`src/rtl/mdio_poll_pkg.sv`:
```
package mdio_poll_pkg;
  localparam int FRAME_BITS = 64;
  localparam int TA_POS     = 46;
  localparam int DATA_POS   = 48;

  localparam logic [1:0] OP_RD    = 2'b10;
  localparam logic [1:0] OP_WR    = 2'b01;
  localparam logic [4:0] REG_CTRL = 5'd0;
  localparam logic [4:0] REG_STAT = 5'd1;

  typedef enum logic [0:0] {SCH_IDLE, SCH_WAIT} sch_state_e;

  typedef struct packed {
    logic        wr;
    logic [4:0]  phy;
    logic [4:0]  regad;
    logic [15:0] wdata;
  } mdio_cmd_t;
endpackage

```
`src/rtl/mdio_clk_gen.sv`:
```
module mdio_clk_gen #(
  parameter int MDC_HALF = 20
) (
  input  logic clk_i,
  input  logic rst_ni,
  output logic mdc_o,
  output logic rise_p_o,
  output logic fall_p_o
);
  localparam int CW = (MDC_HALF > 1) ? $clog2(MDC_HALF) : 1;
  localparam logic [CW-1:0] LAST = CW'(MDC_HALF - 1);

  logic [CW-1:0] cnt_q;

  always_ff @(posedge clk_i or negedge rst_ni) begin
    if (!rst_ni) begin
      cnt_q    <= '0;
      mdc_o    <= 1'b0;
      rise_p_o <= 1'b0;
      fall_p_o <= 1'b0;
    end else begin
      rise_p_o <= 1'b0;
      fall_p_o <= 1'b0;
      if (cnt_q == LAST) begin
        cnt_q    <= '0;
        mdc_o    <= ~mdc_o;
        rise_p_o <= ~mdc_o;
        fall_p_o <= mdc_o;
      end else begin
        cnt_q <= cnt_q + 1'b1;
      end
    end
  end

  a_r2_rise_marks_high: assert property (@(posedge clk_i) disable iff (!rst_ni)
    $rose(mdc_o) |-> rise_p_o);
  a_r2_fall_marks_low: assert property (@(posedge clk_i) disable iff (!rst_ni)
    $fell(mdc_o) |-> fall_p_o);
endmodule

```
`src/rtl/mdio_frame_eng.sv`:
```
module mdio_frame_eng import mdio_poll_pkg::*; (
  input  logic        clk_i,
  input  logic        rst_ni,
  input  logic        rise_p_i,
  input  logic        fall_p_i,
  input  logic        start_i,
  input  mdio_cmd_t   cmd_i,
  input  logic        mdio_i,
  output logic        busy_o,
  output logic        done_o,
  output logic [15:0] rdata_o,
  output logic        mdio_o,
  output logic        mdio_oe_o
);
  localparam logic [6:0] END_CNT = 7'(FRAME_BITS);

  logic [FRAME_BITS-1:0] sr_q;
  logic [6:0]            cnt_q;
  logic                  rd_q;

  always_ff @(posedge clk_i or negedge rst_ni) begin
    if (!rst_ni) begin
      sr_q      <= '0;
      cnt_q     <= '0;
      rd_q      <= 1'b0;
      busy_o    <= 1'b0;
      done_o    <= 1'b0;
      rdata_o   <= '0;
      mdio_o    <= 1'b1;
      mdio_oe_o <= 1'b0;
    end else begin
      done_o <= 1'b0;
      if (start_i && !busy_o) begin
        sr_q   <= {32'hFFFF_FFFF, 2'b01, (cmd_i.wr ? OP_WR : OP_RD), cmd_i.phy,
                   cmd_i.regad, 2'b10, (cmd_i.wr ? cmd_i.wdata : 16'h0000)};
        cnt_q  <= '0;
        rd_q   <= ~cmd_i.wr;
        busy_o <= 1'b1;
      end else if (busy_o && fall_p_i && cnt_q != END_CNT) begin
        mdio_o    <= sr_q[FRAME_BITS-1];
        // read frames hand the line to the PHY from turnaround on
        mdio_oe_o <= !(rd_q && cnt_q >= 7'(TA_POS));
        sr_q      <= {sr_q[FRAME_BITS-2:0], 1'b0};
        cnt_q     <= cnt_q + 1'b1;
      end else if (busy_o && rise_p_i) begin
        if (rd_q && cnt_q > 7'(DATA_POS))
          rdata_o <= {rdata_o[14:0], mdio_i};
        if (cnt_q == END_CNT) begin
          busy_o    <= 1'b0;
          done_o    <= 1'b1;
          mdio_oe_o <= 1'b0;
        end
      end
    end
  end

  a_r2_mdio_moves_after_fall: assert property (@(posedge clk_i) disable iff (!rst_ni)
    !$stable(mdio_o) |-> $past(fall_p_i));
  a_r3_released_while_sampling: assert property (@(posedge clk_i) disable iff (!rst_ni)
    (busy_o && rd_q && rise_p_i && cnt_q > 7'(DATA_POS)) |-> !mdio_oe_o);
  a_r1_frame_length: assert property (@(posedge clk_i) disable iff (!rst_ni)
    done_o |-> $past(cnt_q) == END_CNT);
endmodule

```
`src/rtl/mdio_poll_sched.sv`:
```
module mdio_poll_sched import mdio_poll_pkg::*; #(
  parameter int NUM_PORTS = 8
) (
  input  logic                 clk_i,
  input  logic                 rst_ni,
  input  logic                 poll_dis_i,
  input  logic [NUM_PORTS-1:0] poll_mask_i,
  input  logic                 base_one_i,
  input  logic                 host_req_i,
  input  logic                 host_wr_i,
  input  logic [4:0]           host_phy_i,
  input  logic [4:0]           host_reg_i,
  input  logic [15:0]          host_wdata_i,
  input  logic                 eng_busy_i,
  input  logic                 eng_done_i,
  input  logic [15:0]          eng_rdata_i,
  output logic                 eng_start_o,
  output mdio_cmd_t            eng_cmd_o,
  output logic                 host_busy_o,
  output logic                 host_done_o,
  output logic [15:0]          host_rdata_o,
  output logic [NUM_PORTS-1:0] link_o,
  output logic [NUM_PORTS-1:0] speed_o,
  output logic [NUM_PORTS-1:0] duplex_o
);
  localparam int PW = (NUM_PORTS > 1) ? $clog2(NUM_PORTS) : 1;
  localparam logic [PW-1:0] LAST_PORT = PW'(NUM_PORTS - 1);

  sch_state_e    state_q;
  logic [PW-1:0] port_q;
  logic          phase_q;   // 0: status register, 1: control register
  logic          sel_host_q;
  logic          pend_q;
  mdio_cmd_t     host_cmd_q;

  assign host_busy_o = pend_q;

  always_ff @(posedge clk_i or negedge rst_ni) begin
    if (!rst_ni) begin
      state_q      <= SCH_IDLE;
      port_q       <= '0;
      phase_q      <= 1'b0;
      sel_host_q   <= 1'b0;
      pend_q       <= 1'b0;
      host_cmd_q   <= '0;
      eng_start_o  <= 1'b0;
      eng_cmd_o    <= '0;
      host_done_o  <= 1'b0;
      host_rdata_o <= '0;
      link_o       <= '0;
      speed_o      <= '0;
      duplex_o     <= '0;
    end else begin
      eng_start_o <= 1'b0;
      host_done_o <= 1'b0;
      if (host_req_i && !pend_q) begin
        pend_q     <= 1'b1;
        host_cmd_q <= '{wr: host_wr_i, phy: host_phy_i, regad: host_reg_i, wdata: host_wdata_i};
      end
      unique case (state_q)
        SCH_IDLE: if (!eng_busy_i) begin
          if (pend_q) begin
            eng_start_o <= 1'b1;
            eng_cmd_o   <= host_cmd_q;
            sel_host_q  <= 1'b1;
            state_q     <= SCH_WAIT;
          end else if (!poll_dis_i && !(&poll_mask_i)) begin
            if (poll_mask_i[port_q]) begin
              port_q  <= (port_q == LAST_PORT) ? '0 : port_q + 1'b1;
              phase_q <= 1'b0;
            end else begin
              eng_start_o <= 1'b1;
              eng_cmd_o   <= '{wr: 1'b0, phy: 5'(port_q) + {4'b0, base_one_i},
                               regad: (phase_q ? REG_CTRL : REG_STAT), wdata: 16'h0000};
              sel_host_q  <= 1'b0;
              state_q     <= SCH_WAIT;
            end
          end
        end
        SCH_WAIT: if (eng_done_i) begin
          state_q <= SCH_IDLE;
          if (sel_host_q) begin
            pend_q      <= 1'b0;
            host_done_o <= 1'b1;
            if (!host_cmd_q.wr) host_rdata_o <= eng_rdata_i;
          end else if (!phase_q) begin
            link_o[port_q] <= eng_rdata_i[2];
            phase_q        <= 1'b1;
          end else begin
            speed_o[port_q]  <= eng_rdata_i[13];
            duplex_o[port_q] <= eng_rdata_i[8];
            phase_q          <= 1'b0;
            port_q           <= (port_q == LAST_PORT) ? '0 : port_q + 1'b1;
          end
        end
        default: state_q <= SCH_IDLE;
      endcase
    end
  end

  a_r8_done_ends_busy: assert property (@(posedge clk_i) disable iff (!rst_ni)
    host_done_o |-> (!host_busy_o && $past(host_busy_o)));
  a_r8_done_single: assert property (@(posedge clk_i) disable iff (!rst_ni)
    host_done_o |=> !host_done_o);
  a_r9_host_first: assert property (@(posedge clk_i) disable iff (!rst_ni)
    (state_q == SCH_IDLE && !eng_busy_i && pend_q) |=> (eng_start_o && eng_cmd_o == $past(host_cmd_q)));
  a_r7_disabled_no_poll: assert property (@(posedge clk_i) disable iff (!rst_ni)
    (state_q == SCH_IDLE && !pend_q && poll_dis_i) |=> !eng_start_o);
  a_r6_masked_no_start: assert property (@(posedge clk_i) disable iff (!rst_ni)
    (state_q == SCH_IDLE && !pend_q && poll_mask_i[port_q]) |=> !eng_start_o);
endmodule

```
`src/rtl/mdio_poll_mgr.sv`:
```
module mdio_poll_mgr import mdio_poll_pkg::*; #(
  parameter int NUM_PORTS = 8,
  parameter int MDC_HALF  = 20
) (
  input  logic                 clk_i,
  input  logic                 rst_ni,
  input  logic                 poll_dis_i,
  input  logic [NUM_PORTS-1:0] poll_mask_i,
  input  logic                 base_one_i,
  input  logic                 host_req_i,
  input  logic                 host_wr_i,
  input  logic [4:0]           host_phy_i,
  input  logic [4:0]           host_reg_i,
  input  logic [15:0]          host_wdata_i,
  output logic                 host_busy_o,
  output logic                 host_done_o,
  output logic [15:0]          host_rdata_o,
  output logic                 mdc_o,
  output logic                 mdio_o,
  output logic                 mdio_oe_o,
  input  logic                 mdio_i,
  output logic [NUM_PORTS-1:0] link_o,
  output logic [NUM_PORTS-1:0] speed_o,
  output logic [NUM_PORTS-1:0] duplex_o
);
  logic        rise_p, fall_p;
  logic        eng_start, eng_busy, eng_done;
  logic [15:0] eng_rdata;
  mdio_cmd_t   eng_cmd;

  mdio_clk_gen #(.MDC_HALF(MDC_HALF)) u_clk (
    .clk_i(clk_i), .rst_ni(rst_ni), .mdc_o(mdc_o), .rise_p_o(rise_p), .fall_p_o(fall_p)
  );

  mdio_frame_eng u_eng (
    .clk_i(clk_i), .rst_ni(rst_ni), .rise_p_i(rise_p), .fall_p_i(fall_p),
    .start_i(eng_start), .cmd_i(eng_cmd), .mdio_i(mdio_i),
    .busy_o(eng_busy), .done_o(eng_done), .rdata_o(eng_rdata),
    .mdio_o(mdio_o), .mdio_oe_o(mdio_oe_o)
  );

  mdio_poll_sched #(.NUM_PORTS(NUM_PORTS)) u_sched (
    .clk_i(clk_i), .rst_ni(rst_ni), .poll_dis_i(poll_dis_i), .poll_mask_i(poll_mask_i),
    .base_one_i(base_one_i), .host_req_i(host_req_i), .host_wr_i(host_wr_i),
    .host_phy_i(host_phy_i), .host_reg_i(host_reg_i), .host_wdata_i(host_wdata_i),
    .eng_busy_i(eng_busy), .eng_done_i(eng_done), .eng_rdata_i(eng_rdata),
    .eng_start_o(eng_start), .eng_cmd_o(eng_cmd), .host_busy_o(host_busy_o),
    .host_done_o(host_done_o), .host_rdata_o(host_rdata_o),
    .link_o(link_o), .speed_o(speed_o), .duplex_o(duplex_o)
  );

  a_r10_idle_after_reset: assert property (@(posedge clk_i) disable iff (!rst_ni)
    $rose(rst_ni) |-> (!mdio_oe_o && !host_busy_o));
endmodule

```
`config.mk`:
```
export PLATFORM = sky130hd
export DESIGN_NAME = mdio_poll_mgr
export DESIGN_NICKNAME = d
export VERILOG_FILES = /design/src/rtl/mdio_poll_pkg.sv /design/src/rtl/mdio_clk_gen.sv /design/src/rtl/mdio_frame_eng.sv /design/src/rtl/mdio_poll_sched.sv /design/src/rtl/mdio_poll_mgr.sv
export SDC_FILE = /design/constraint.sdc
export NUM_CORES = 1
export LEC_CHECK = 0
export ABC_CLOCK_PERIOD_IN_PS = 3800
export BUFFER_PORTS_ARGS = -buffer_cell sky130_fd_sc_hd__buf_4
export CORE_ASPECT_RATIO = 0.7
export CORE_MARGIN = 5
export CORE_UTILIZATION = 63
export DETAILED_ROUTE_END_ITERATION = 6
export PLACE_DENSITY = 0.91
export SYNTH_ARGS = -nofsm -noshare
export SYNTH_HDL_FRONTEND = slang
export SYNTH_SLANG_ARGS = --single-unit
```
`constraint.sdc`:
```
create_clock -name clk_i -period 3.8 [get_ports clk_i]
set_input_delay 0.76 -clock clk_i [delete_from_list [all_inputs] [get_ports clk_i]]
set_output_delay 0.76 -clock clk_i [all_outputs]
set_load 0.02 [all_outputs]
```
==> insert_results.sql, run 1 <==
INSERT INTO impl_metrics (metric_group, metric, value, unit) VALUES
('floorplanning', 'die_area', '15800', 'sq um'),
('yosys', 'synthTopCellsByArea', 'dfrtp_1 60%, mux2_2 11%, nand2_1 7.9%, o21ai_0 4.0%, clkbuf_1 1.9%', ''),
('yosys', 'synth_ff_type', 'dfrtp_1', ''),
('global_route', 'fraction_of_met1_tracks_used_by_global_routing', '32.9', '%'),
('global_route', 'grtUsageMet2', '43.0', '%'),
('global_route', 'met3_usage', '4.77', '%'),
('global_route', 'grt-ovfl-total', '0', ''),
('yosys', 'synth_cell_type_count', '48', ''),
('final_layout', 'syn_to_final_growth', '16.2', '%'),
('sta', 'timing.slew.headroom', '29.6', '%'),
('clock_network', 'cts_htree_levels', '1', ''),
('global_route', 'first_global_vias', '6494', ''),
('floorplanning', 'placeableCoreArea', '13100', 'sq um'),
('power', 'power_after_layout', '4.17', 'mW'),
('setup_path', 'rr_startpoint', 'u_eng.cnt_q[1]$_DFFE_PN0P_', ''),
('setup_path', 'crit_arrival', '3.23', 'ns'),
('drt', 'post_drt_via_cell_ratio', '6.16', ''),
('drt', 'route.antenna.remaining_nets', '0', ''),
('yosys', 'library_cell_occupying_the_most_area_in_the_post_synthesis_netlist', 'dfrtp_1', ''),
('yosys', 'synthDominantCellAreaShare', '59.9', '%'),
('power', 'power.leakage', '4.45', 'nW'),
('global_route', 'grt_antenna_before_repair', '0', ''),
('sta', 'worst-slew-pin-transition', '1.05', 'ns'),
('clock_network', 'cts.sinks', '203', ''),
('final_layout', 'most_frequent_standard_cell_in_the_layout_excluding_fill_and_tap_cells', 'dfrtp_1', ''),
('clock_network', 'tritoncts_clock_tree', 'yes', ''),
('sta', 'setup_total_negative_slack', '0', 'ns'),
('placement', 'placedCellCount', '966', ''),
('yosys', 'syn-instance-count', '752', ''),
('clock_network', 'cts-root-to-sink-buffers', '3', ''),
('drt', 'wl', '19.3', 'mm'),
('drt', 'drtPass1Iterations', '6', ''),
('clock_network', 'cts-root-buf', 'clkbuf_16', ''),
('final_layout', 'final_nets', '869', ''),
('setup_path', 'reg2reg_setup_slack', '0.93', 'ns'),
('drt', 'wire_per_inst', '19.4', 'microns'),
('sta', 'finalClockSkew', '0.0136', 'ns'),
('setup_path', 'critical_path.max_fanout', '16', ''),
('final_layout', 'final_cells', '999', ''),
('worst_hold_path', 'timing.hold.worst.class', 'in2async', ''),
('final_layout', 'antenna_cells_inserted', '0', ''),
('clock_network', 'ctsHoldBuffers', '0', ''),
('yosys', 'asyncSetResetFlopFracSynth', '100', '%'),
('sta', 'hold_violations', '0', ''),
('placement', 'gp_routability_congestion', '0.825', ''),
('setup_path', 'crit_path_end_kind', 'register', ''),
('final_layout', 'layout-drive-gt1-share', '27.5', '%'),
('drt', 'vias', '6153', ''),
('yosys', 'postSynthRegisterBits', '203', ''),
('final_layout', 'mostFrequentLayoutCells', '202 x dfrtp_1, 177 x nand2_1, 94 x buf_4', ''),
('setup_path', 'worstSetupStartpointType', 'register', ''),
('yosys', 'synth_area', '8430', 'sq um'),
('floorplanning', 'chipWidth', '148', 'microns'),
('global_route', 'grt_max_degree', '111', ''),
('floorplanning', 'number_of_primary_i_o_pins', '86', ''),
('yosys', 'synth-edff-count', '0', ''),
('global_route', 'global_route_usage_over_all_layers', '25.5', '%'),
('floorplanning', 'start_util', '64.2', '%'),
('yosys', 'post_synth.cell_area_avg', '11.2', 'sq um'),
('global_route', 'grt_pass1_wl', '32.9', 'mm'),
('power', 'vdd_ir_drop_max', '399', 'uV'),
('sta', 'timing.final.crit_period', '2.87', 'ns'),
('drt', 'drcViolationCount', '0', ''),
('sta', 'timing.final.crit_share', '75.5', '%'),
('drt', 'initialDrtViolationCount', '754', ''),
('sta', 'fmax', '349', 'MHz'),
('clock_network', 'cts.repair_timing.setup_buffer_count', '0', ''),
('run_status', 'run_status', 'complete, no violations', ''),
('setup_path', 'timing.rr.end', 'u_eng.rdata_o[2]$_DFFE_PN0P_', ''),
('placement', 'numPortBuffers', '85', ''),
('run', 'max-cap-violations', '0', '');
-- logic make-up after synthesis --
| kind of cell | synth area share [%] |
|---|---|
| flip-flops | 60.3 |
| XOR/XNOR | 0.727 |
| AND/OR/NAND/NOR | 13.0 |
| AO/OA/AOI/OAI | 8.56 |
| buffers and inverters | 2.66 |
| adder cells (fa/ha/maj) | 1.04 |
| multiplexers | 13.7 |
-- state kept, by name, summed over array words and instances (netlist names), 3 cells and up --
name                  flops
u_sched.eng_cmd_o        27
u_eng.rdata_o            16
u_clk.cnt_q               5
u_eng.sr_q               64
u_sched.link_o            8
u_eng.cnt_q               7
u_sched.host_rdata_o     16
u_sched.speed_o           8
u_sched.host_cmd_q       27
u_sched.port_q            3
u_sched.duplex_o          8
-- report_power, final --
group	internal [mW]	total, mW	switching, mW
clock network	1.06	1.83	0.769
registers	2.20	2.22	0.0226
logic	0.0581	0.119	0.0607
total	3.31	4.17	0.852
-- Yosys cell counts (all sizes together) (2+ instances only) --
master and number:
a21o 3, a21oi 16, a22oi 9, a31oi 17, and2 2, and3 3
buf 6, clkbuf 42, dfrtp 202, ha 7, inv 6, mux2 92
mux2i 4, mux4 2, nand2 177, nand2b 6, nand3 21, nand4 4
nor2 25, nor2b 6, nor3 5, o211ai 2, o21ai 69, or3b 2
xnor2 3, xor2 4
-- critical path: stages (launching register included) --
cell and delay, ns:
dfrtp_1 0.43, inv_1 0.13, ha_1 0.17, or3b_4 0.43, or2_4 0.29, a211oi_4 0.85
mux2_2 0.43
-- metrics by stage --
stage	cell area (sq um)	util [%]	setup slack, ns	hold slack [ns]
floorplan	8430	-	1.56	0.433
global placement	9200	70.0	1.20	0.443
detailed placement	9200	70.0	1.04	0.447
CTS	9800	74.6	0.952	0.430
global route	9800	74.6	0.837	0.471
finish	9800	74.6	0.932	0.359
-- routing by layer --
metal	wire length, microns	vias up
met2	9730	319
met1	7500	3055
met4	766	0
met5	0	-
li1	-	2697
met3	1340	82
-- cell type report --
| type | instances | area [sq um] | share of cell area, % |
|---|---|---|---|
| Multi-Input combinational cell | 495 | 3150 | 32.1 |
| Clock inverter | 1 | 5.00 | 0.0511 |
| Clock buffer | 32 | 594 | 6.06 |
| Tap cell | 166 | 208 | 2.12 |
| Timing Repair Buffer | 96 | 739 | 7.54 |
| Inverter | 6 | 22.5 | 0.230 |
| Sequential cell | 203 | 5080 | 51.8 |
-- worst max path at each step --
stage / startpoint / to / cells after the start
after global placement: u_eng.cnt_q[0]$_DFFE_PN0P_ / u_eng.rdata_o[5]$_DFFE_PN0P_ / 6
final: u_eng.cnt_q[1]$_DFFE_PN0P_ / u_eng.rdata_o[2]$_DFFE_PN0P_ / 6
after CTS: u_eng.cnt_q[1]$_DFFE_PN0P_ / u_eng.rdata_o[2]$_DFFE_PN0P_ / 6
after floorplan: u_eng.cnt_q[1]$_DFFE_PN0P_ / u_eng.rdata_o[10]$_DFFE_PN0P_ / 7
after global routing: u_eng.cnt_q[1]$_DFFE_PN0P_ / u_eng.rdata_o[2]$_DFFE_PN0P_ / 6
after detailed placement: u_eng.cnt_q[1]$_DFFE_PN0P_ / u_eng.rdata_o[2]$_DFFE_PN0P_ / 6
Power figures use the tool's default switching activity.
==> inputs of run 2 (changes only) <==
--- a/config.mk
+++ b/config.mk
@@ -5,13 +5,13 @@
 export SDC_FILE = /design/constraint.sdc
 export NUM_CORES = 1
 export LEC_CHECK = 0
-export ABC_CLOCK_PERIOD_IN_PS = 3800
+export ABC_CLOCK_PERIOD_IN_PS = 2400
 export BUFFER_PORTS_ARGS = -buffer_cell sky130_fd_sc_hd__buf_4
 export CORE_ASPECT_RATIO = 0.7
 export CORE_MARGIN = 5
-export CORE_UTILIZATION = 63
+export CORE_UTILIZATION = 53
 export DETAILED_ROUTE_END_ITERATION = 6
-export PLACE_DENSITY = 0.91
+export PLACE_DENSITY = 0.83
 export SYNTH_ARGS = -nofsm -noshare
 export SYNTH_HDL_FRONTEND = slang
 export SYNTH_SLANG_ARGS = --single-unit
==> constraint.sdc (replaced) <==
create_clock -name clk_i -period 2.4 [get_ports clk_i]
set_input_delay 0.48 -clock clk_i [delete_from_list [all_inputs] [get_ports clk_i]]
set_output_delay 0.48 -clock clk_i [all_outputs]
set_load 0.02 [all_outputs]
==> run 2 against run 1 <==
  * Utilization is 10 points lower
  * Critical path depth is 1 higher
  * Maximum frequency is 26% higher
==> insert_results.sql, run 2 (same netlist as run 1, synthesis figures left out) <==
INSERT INTO impl_metrics (metric_group, metric, value, unit) VALUES
('sta', 'timing.slew.headroom', '47.3', '%'),
('floorplanning', 'die-height', '116', 'microns'),
('setup_path', 'slowest_stage', 'dfrtp_1', ''),
('sta', 'timing.final.crit_share', '95.1', '%'),
('global_route', 'grt_max_degree', '76', ''),
('drt', 'wire_per_inst', '17.4', 'microns'),
('clock_network', 'cts-root-to-sink-buffers', '3', ''),
('drt', 'vias', '5877', ''),
('setup_path', 'worst-setup-path-type', 'reg2reg', ''),
('final_layout', 'n_fill_cell', '1119', ''),
('global_route', 'grt_pass1_wl', '31.1', 'mm'),
('floorplanning', 'placeableCoreArea', '15500', 'sq um'),
('drt', 'drcViolationCount', '0', ''),
('sta', 'timing.final.crit_period', '2.28', 'ns'),
('placement', 'detailed_place_hpwl', '11.8', 'mm'),
('clock_network', 'worst_setup_hold_path_clk_slew', '0.06', 'ns'),
('global_route', 'grt_antenna_before_repair', '0', ''),
('floorplanning', 'placement_rows', '38', ''),
('drt', 'drtPass1Iterations', '5', ''),
('global_route', 'first_global_vias', '6141', ''),
('floorplanning', 'number_of_primary_i_o_pins', '86', ''),
('global_route', 'global_route_usage_over_all_layers', '20.2', '%'),
('clock_network', 'cts.sinks', '203', ''),
('setup_path', 'worstSetupStartpointType', 'register', ''),
('clock_network', 'worstSkewPairLatency', '0.48', 'ns'),
('sta', 'setup_repair_after_global_routing_missed_its_margin', 'no', ''),
('clock_network', 'cts.repair.resized', '0', ''),
('setup_path', 'critical_path_buf_inv_count', '2', ''),
('final_layout', 'layout-drive-gt1-share', '28.4', '%'),
('final_layout', 'mostFrequentLayoutCells', '202 x dfrtp_1, 177 x nand2_1, 102 x buf_4', ''),
('sta', 'fmax', '438', 'MHz'),
('drt', 'wl', '18.2', 'mm'),
('clock_network', 'cts_htree_levels', '1', ''),
('clock_network', 'tritoncts_clock_tree', 'yes', ''),
('run', 'max-cap-violations', '0', ''),
('placement', 'numPortBuffers', '85', ''),
('sta', 'setup_total_negative_slack', '0', 'ns'),
('setup_path', 'critical_path.max_fanout', '16', ''),
('worst_hold_path', 'timing.hold.worst.class', 'in2reg', ''),
('floorplanning', 'start_util', '54.2', '%'),
('final_layout', 'flip_flop_count_of_the_largest_register_after_layout', '64', ''),
('setup_path', 'timing.critical_path.max_delay_family', 'simple AND/OR/NAND/NOR gates', ''),
('sta', 'worst-slew-pin-transition', '0.780', 'ns'),
('setup_path', 'crit_path_end_kind', 'register', ''),
('final_layout', 'most_frequent_standard_cell_in_the_layout_excluding_fill_and_tap_cells', 'dfrtp_1', ''),
('sta', 'maxSlewViolCount', '0', ''),
('drt', 'route.antenna.remaining_nets', '0', ''),
('setup_path', 'worst-endpoint-required', '2.75', 'ns'),
('final_layout', 'reg.largest.list', 'u_eng.sr_q x64, u_sched.eng_cmd_o x27, u_sched.host_cmd_q x27', ''),
('sta', 'setup_viol', '0', ''),
('final_layout', 'final_nets', '883', ''),
('final_layout', 'syn_to_final_growth', '18.4', '%'),
('sta', 'finalClockSkew', '0.0141', 'ns'),
('drt', 'initialDrtViolationCount', '531', ''),
('run_status', 'run_status', 'complete, no violations', ''),
('global_route', 'grt-ovfl-total', '0', ''),
('clock_network', 'tritoncts.num_buffers', '19', ''),
('final_layout', 'regMostFlops', 'u_eng.sr_q', ''),
('power', 'power.leakage', '4.52', 'nW'),
('final_layout', 'antenna_cells_inserted', '0', ''),
('clock_network', 'ctsHoldBuffers', '1', ''),
('setup_path', 'worst_path_largest_cell_delay', '0.42', 'ns'),
('clock_network', 'cts.repair_timing.setup_buffer_count', '0', ''),
('floorplanning', 'die_area', '18600', 'sq um'),
('setup_path', 'cell_by_cell_listing_of_the_critical_path', 'inv_1 -> ha_1 -> or3b_4 -> or2_4 -> a211oi_4 -> buf_12 -> mux2_2', ''),
('setup_path', 'crit_arrival', '2.63', 'ns'),
('placement', 'gp_routability_congestion', '0.829', ''),
('clock_network', 'cts-root-buf', 'clkbuf_16', ''),
('power', 'vdd_ir_drop_max', '513', 'uV'),
('sta', 'finalHoldWorstSlack', '0.232', 'ns'),
('floorplanning', 'chipWidth', '161', 'microns'),
('sta', 'hold_violations', '0', ''),
('power', 'power_per_cell_area', '651', 'nW/um^2'),
('drt', 'post_drt_via_cell_ratio', '5.63', '');
run 2: cell count changes in the layout (fill, tap and decap cells not counted), sizes merged:
cell and change:
dlygate4sd3 +1, buf +13, clkbuf -3
run 2: worst paths after layout:
kind | slack (ns) | end | startpoint | cells past startpoint
max in group asynchronous | 1.20 | u_sched.host_rdata_o[10]$_DFFE_PN0P_ | rst_ni | 3
min | 0.23 | u_sched.host_cmd_q[25]$_DFFE_PN0P_ | host_phy_i[4] | 2
max | 0.12 | u_eng.rdata_o[3]$_DFFE_PN0P_ | u_eng.cnt_q[1]$_DFFE_PN0P_ | 7
max reg2reg | 0.12 | u_eng.rdata_o[3]$_DFFE_PN0P_ | u_eng.cnt_q[1]$_DFFE_PN0P_ | 7
min reg2reg | 0.46 | u_eng.mdio_o$_DFFE_PN1P_ | u_eng.mdio_o$_DFFE_PN1P_ | 2
min in group asynchronous | 0.50 | u_clk.cnt_q[2]$_DFF_PN0_ | rst_ni | 2
run 2: layer usage:
metal	wire, microns	track usage, %	part of all wire, %	vias to the layer above
li1	-	-	-	2739
met1	8270	28.9	46	2942
met2	8710	32.8	48	159
met3	797	3.55	4.4	37
met4	384	5.17	2.1	0
met5	0	0	0	-
run 2: metrics by stage:
step / worst slack [ns] / power (mW) / util, % / area (sq um) / std cells
floorplan: 0.162 / 3.61 / - / 8430 / 752
global placement: 0.195 / 3.76 / 60.5 / 9400 / 1013
detailed placement: 0.135 / 3.76 / 60.5 / 9400 / 1013
CTS: 0.107 / 6.56 / 64.2 / 9990 / 1044
global route: 0.0466 / 6.75 / 64.2 / 9990 / 1044
finish: 0.118 / 6.50 / 64.2 / 9990 / 1044
run 2: cell type report:
class	count	area (sq um)	area share, %
Clock buffer	29	563	5.64
Clock inverter	1	8.76	0.0877
Inverter	6	22.5	0.226
Multi-Input combinational cell	495	3150	31.5
Sequential cell	203	5080	50.9
Tap cell	200	250	2.51
Timing Repair Buffer	110	910	9.11
run 2: where the power goes:
group          internal, mW  switching, mW  leakage (nW)
clock                  1.61           1.20         0.280
combinational        0.0951         0.0925          1.93
sequential             3.48         0.0335          2.31
==> inputs of run 3 (changes only) <==
--- a/config.mk
+++ b/config.mk
@@ -11,7 +11,7 @@
 export CORE_MARGIN = 5
 export CORE_UTILIZATION = 53
 export DETAILED_ROUTE_END_ITERATION = 6
-export PLACE_DENSITY = 0.83
+export PLACE_DENSITY = 0.74
 export SYNTH_ARGS = -nofsm -noshare
 export SYNTH_HDL_FRONTEND = slang
 export SYNTH_SLANG_ARGS = --single-unit
==> run 3 against run 2 <==
  * Register-to-register slack improved by 0.03 ns
  * Sequential power about the same
  * First-iteration DRC count is 34% lower
  * Maximum frequency rose by 1.5%
  * Critical endpoint unchanged
  * Largest power group unchanged
==> insert_results.sql, run 3 (same netlist as run 1, synthesis figures left out) <==
INSERT INTO impl_metrics (metric_group, metric, value, unit) VALUES
('global_route', 'first_global_vias', '6077', ''),
('drt', 'drtPass1Iterations', '5', ''),
('drt', 'route.antenna.remaining_nets', '0', ''),
('placement', 'postPlaceCellArea', '9380', 'sq um'),
('drt', 'wl', '17.3', 'mm'),
('global_route', 'global_route_usage_over_all_layers', '19.4', '%'),
('floorplanning', 'die-height', '116', 'microns'),
('drt', 'met1_length', '7.95', 'mm'),
('clock_network', 'worstSkewPairLatency', '0.49', 'ns'),
('floorplanning', 'placeableCoreArea', '15500', 'sq um'),
('final_layout', 'finish.instance_area', '10100', 'sq um'),
('floorplanning', 'die_area', '18600', 'sq um'),
('final_layout', 'n_fill_cell', '1116', ''),
('setup_path', 'reg2reg_setup_slack', '0.15', 'ns'),
('clock_network', 'cts.repair.resized', '0', ''),
('drt', 'wire_per_inst', '16.6', 'microns'),
('placement', 'gp_routability_congestion', '0.792', ''),
('final_layout', 'most_frequent_standard_cell_in_the_layout_excluding_fill_and_tap_cells', 'dfrtp_1', ''),
('setup_path', 'crit_path_end_kind', 'register', ''),
('sta', 'worst-slew-pin-transition', '0.651', 'ns'),
('sta', 'timing.slew.headroom', '56.6', '%'),
('final_layout', 'final_core_utilization', '65.0', '%'),
('setup_path', 'worstSetupStartpointType', 'register', ''),
('clock_network', 'cts.repair_timing.setup_buffer_count', '0', ''),
('setup_path', 'rr_startpoint', 'u_eng.cnt_q[1]$_DFFE_PN0P_', ''),
('drt', 'highest_layer', 'met4', ''),
('floorplanning', 'number_of_primary_i_o_pins', '86', ''),
('setup_path', 'timing.rr.end', 'u_eng.rdata_o[3]$_DFFE_PN0P_', ''),
('clock_network', 'cts-root-buf', 'clkbuf_16', ''),
('final_layout', 'final_cells', '1044', ''),
('power', 'power_after_layout', '7.11', 'mW'),
('global_route', 'grt_antenna_before_repair', '0', ''),
('run_status', 'run_status', 'complete, no violations', ''),
('final_layout', 'antenna_cells_inserted', '0', ''),
('power', 'vdd_ir_drop_max', '437', 'uV'),
('global_route', 'grt-ovfl-total', '0', ''),
('setup_path', 'worst-endpoint-required', '2.77', 'ns'),
('setup_path', 'worstRegToRegCells', '7', ''),
('power', 'power.leakage', '4.58', 'nW'),
('drt', 'post_drt_via_cell_ratio', '5.58', ''),
('clock_network', 'ctsHoldBuffers', '0', ''),
('sta', 'timing.final.crit_share', '93.7', '%'),
('sta', 'setup_repair_after_global_routing_missed_its_margin', 'no', ''),
('run', 'max-cap-violations', '0', ''),
('placement', 'detailed_place_hpwl', '11.4', 'mm'),
('setup_path', 'worst-setup-path-type', 'reg2reg', ''),
('placement', 'numPortBuffers', '85', ''),
('worst_hold_path', 'timing.hold.worst.class', 'in2async', ''),
('placement', 'pre_cts_slack', '0.152', 'ns'),
('final_layout', 'layout-drive-gt1-share', '28.9', '%'),
('final_layout', 'flip_flop_count_of_the_largest_register_after_layout', '64', ''),
('setup_path', 'critical_path.max_fanout', '16', ''),
('sta', 'hold_violations', '0', ''),
('clock_network', 'tritoncts.num_buffers', '20', ''),
('sta', 'setup_viol', '0', ''),
('sta', 'timing.final.crit_period', '2.25', 'ns'),
('sta', 'maxSlewViolCount', '0', ''),
('drt', 'met3_wirelength', '795', 'microns'),
('sta', 'setup_ws', '0.152', 'ns'),
('global_route', 'grt_pass1_wl', '30.1', 'mm'),
('floorplanning', 'placement_rows', '38', ''),
('final_layout', 'regMostFlops', 'u_eng.sr_q', ''),
('sta', 'finalHoldWorstSlack', '0.00656', 'ns'),
('drt', 'initialDrtViolationCount', '348', ''),
('final_layout', 'mostFrequentLayoutCells', '202 x dfrtp_1, 177 x nand2_1, 99 x buf_4', ''),
('clock_network', 'cts.sinks', '203', ''),
('final_layout', 'final_nets', '880', ''),
('floorplanning', 'start_util', '54.2', '%'),
('sta', 'setup_total_negative_slack', '0', 'ns'),
('placement', 'placedCellCount', '1010', ''),
('drt', 'vias', '5821', ''),
('final_layout', 'reg.largest.list', 'u_eng.sr_q x64, u_sched.eng_cmd_o x27, u_sched.host_cmd_q x27', ''),
('setup_path', 'crit_arrival', '2.62', 'ns'),
('sta', 'fmax', '445', 'MHz'),
('clock_network', 'tritoncts_clock_tree', 'yes', ''),
('global_route', 'grt_max_degree', '75', ''),
('sta', 'finalClockSkew', '0.00886', 'ns'),
('floorplanning', 'chipWidth', '161', 'microns'),
('drt', 'drcViolationCount', '0', ''),
('power', 'power_per_cell_area', '703', 'nW/um^2'),
('clock_network', 'worst_setup_hold_path_clk_slew', '0.06', 'ns'),
('clock_network', 'cts-root-to-sink-buffers', '3', ''),
('drt', 'met2_wl', '8.26', 'mm'),
('clock_network', 'cts_htree_levels', '1', ''),
('final_layout', 'syn_to_final_growth', '19.8', '%');
run 3: how the worst max path moves through the flow:
| stage | startpoint | endpoint | slack, ns | cells past startpoint |
|---|---|---|---|---|
| after floorplan | u_eng.cnt_q[1]$_DFFE_PN0P_ | u_eng.rdata_o[10]$_DFFE_PN0P_ | 0.16 | 7 |
| after global placement | u_eng.cnt_q[0]$_DFFE_PN0P_ | u_eng.rdata_o[5]$_DFFE_PN0P_ | 0.20 | 7 |
| after detailed placement | u_eng.cnt_q[1]$_DFFE_PN0P_ | u_eng.rdata_o[3]$_DFFE_PN0P_ | 0.15 | 7 |
| after CTS | u_eng.cnt_q[1]$_DFFE_PN0P_ | u_eng.rdata_o[3]$_DFFE_PN0P_ | 0.14 | 7 |
| after global routing | u_eng.cnt_q[1]$_DFFE_PN0P_ | u_eng.rdata_o[1]$_DFFE_PN0P_ | 0.02 | 7 |
| final | u_eng.cnt_q[1]$_DFFE_PN0P_ | u_eng.rdata_o[3]$_DFFE_PN0P_ | 0.15 | 7 |
run 3: power by group:
group          switching (mW)  leakage (nW)  internal (mW)
registers              0.0327          2.31           3.48
logic                  0.0969          1.91         0.0984
clock network            1.26         0.358           2.14
total                    1.39          4.58           5.72
run 3: routing by layer:
metal  vias to the layer above  track usage (%)
met5                         -                0
met4                         0             4.72
met3                        29             3.63
met2                       131             31.2
met1                      2928             27.8
li1                       2733                -
run 3: critical path, stage by stage (launching register included):
cell and delay [ns]:
dfrtp_1 0.41, inv_1 0.08, ha_1 0.13, or3b_4 0.41, or2_4 0.28, a211oi_4 0.27
buf_12 0.20, mux2_2 0.34
run 3: layout make-up:
| type | count | area [sq um] | area share, % |
|---|---|---|---|
| Clock buffer | 27 | 588 | 5.82 |
| Clock inverter | 7 | 135 | 1.34 |
| Inverter | 6 | 22.5 | 0.223 |
| Multi-Input combinational cell | 495 | 3150 | 31.2 |
| Sequential cell | 203 | 5080 | 50.3 |
| Tap cell | 200 | 250 | 2.48 |
| Timing Repair Buffer | 106 | 877 | 8.68 |
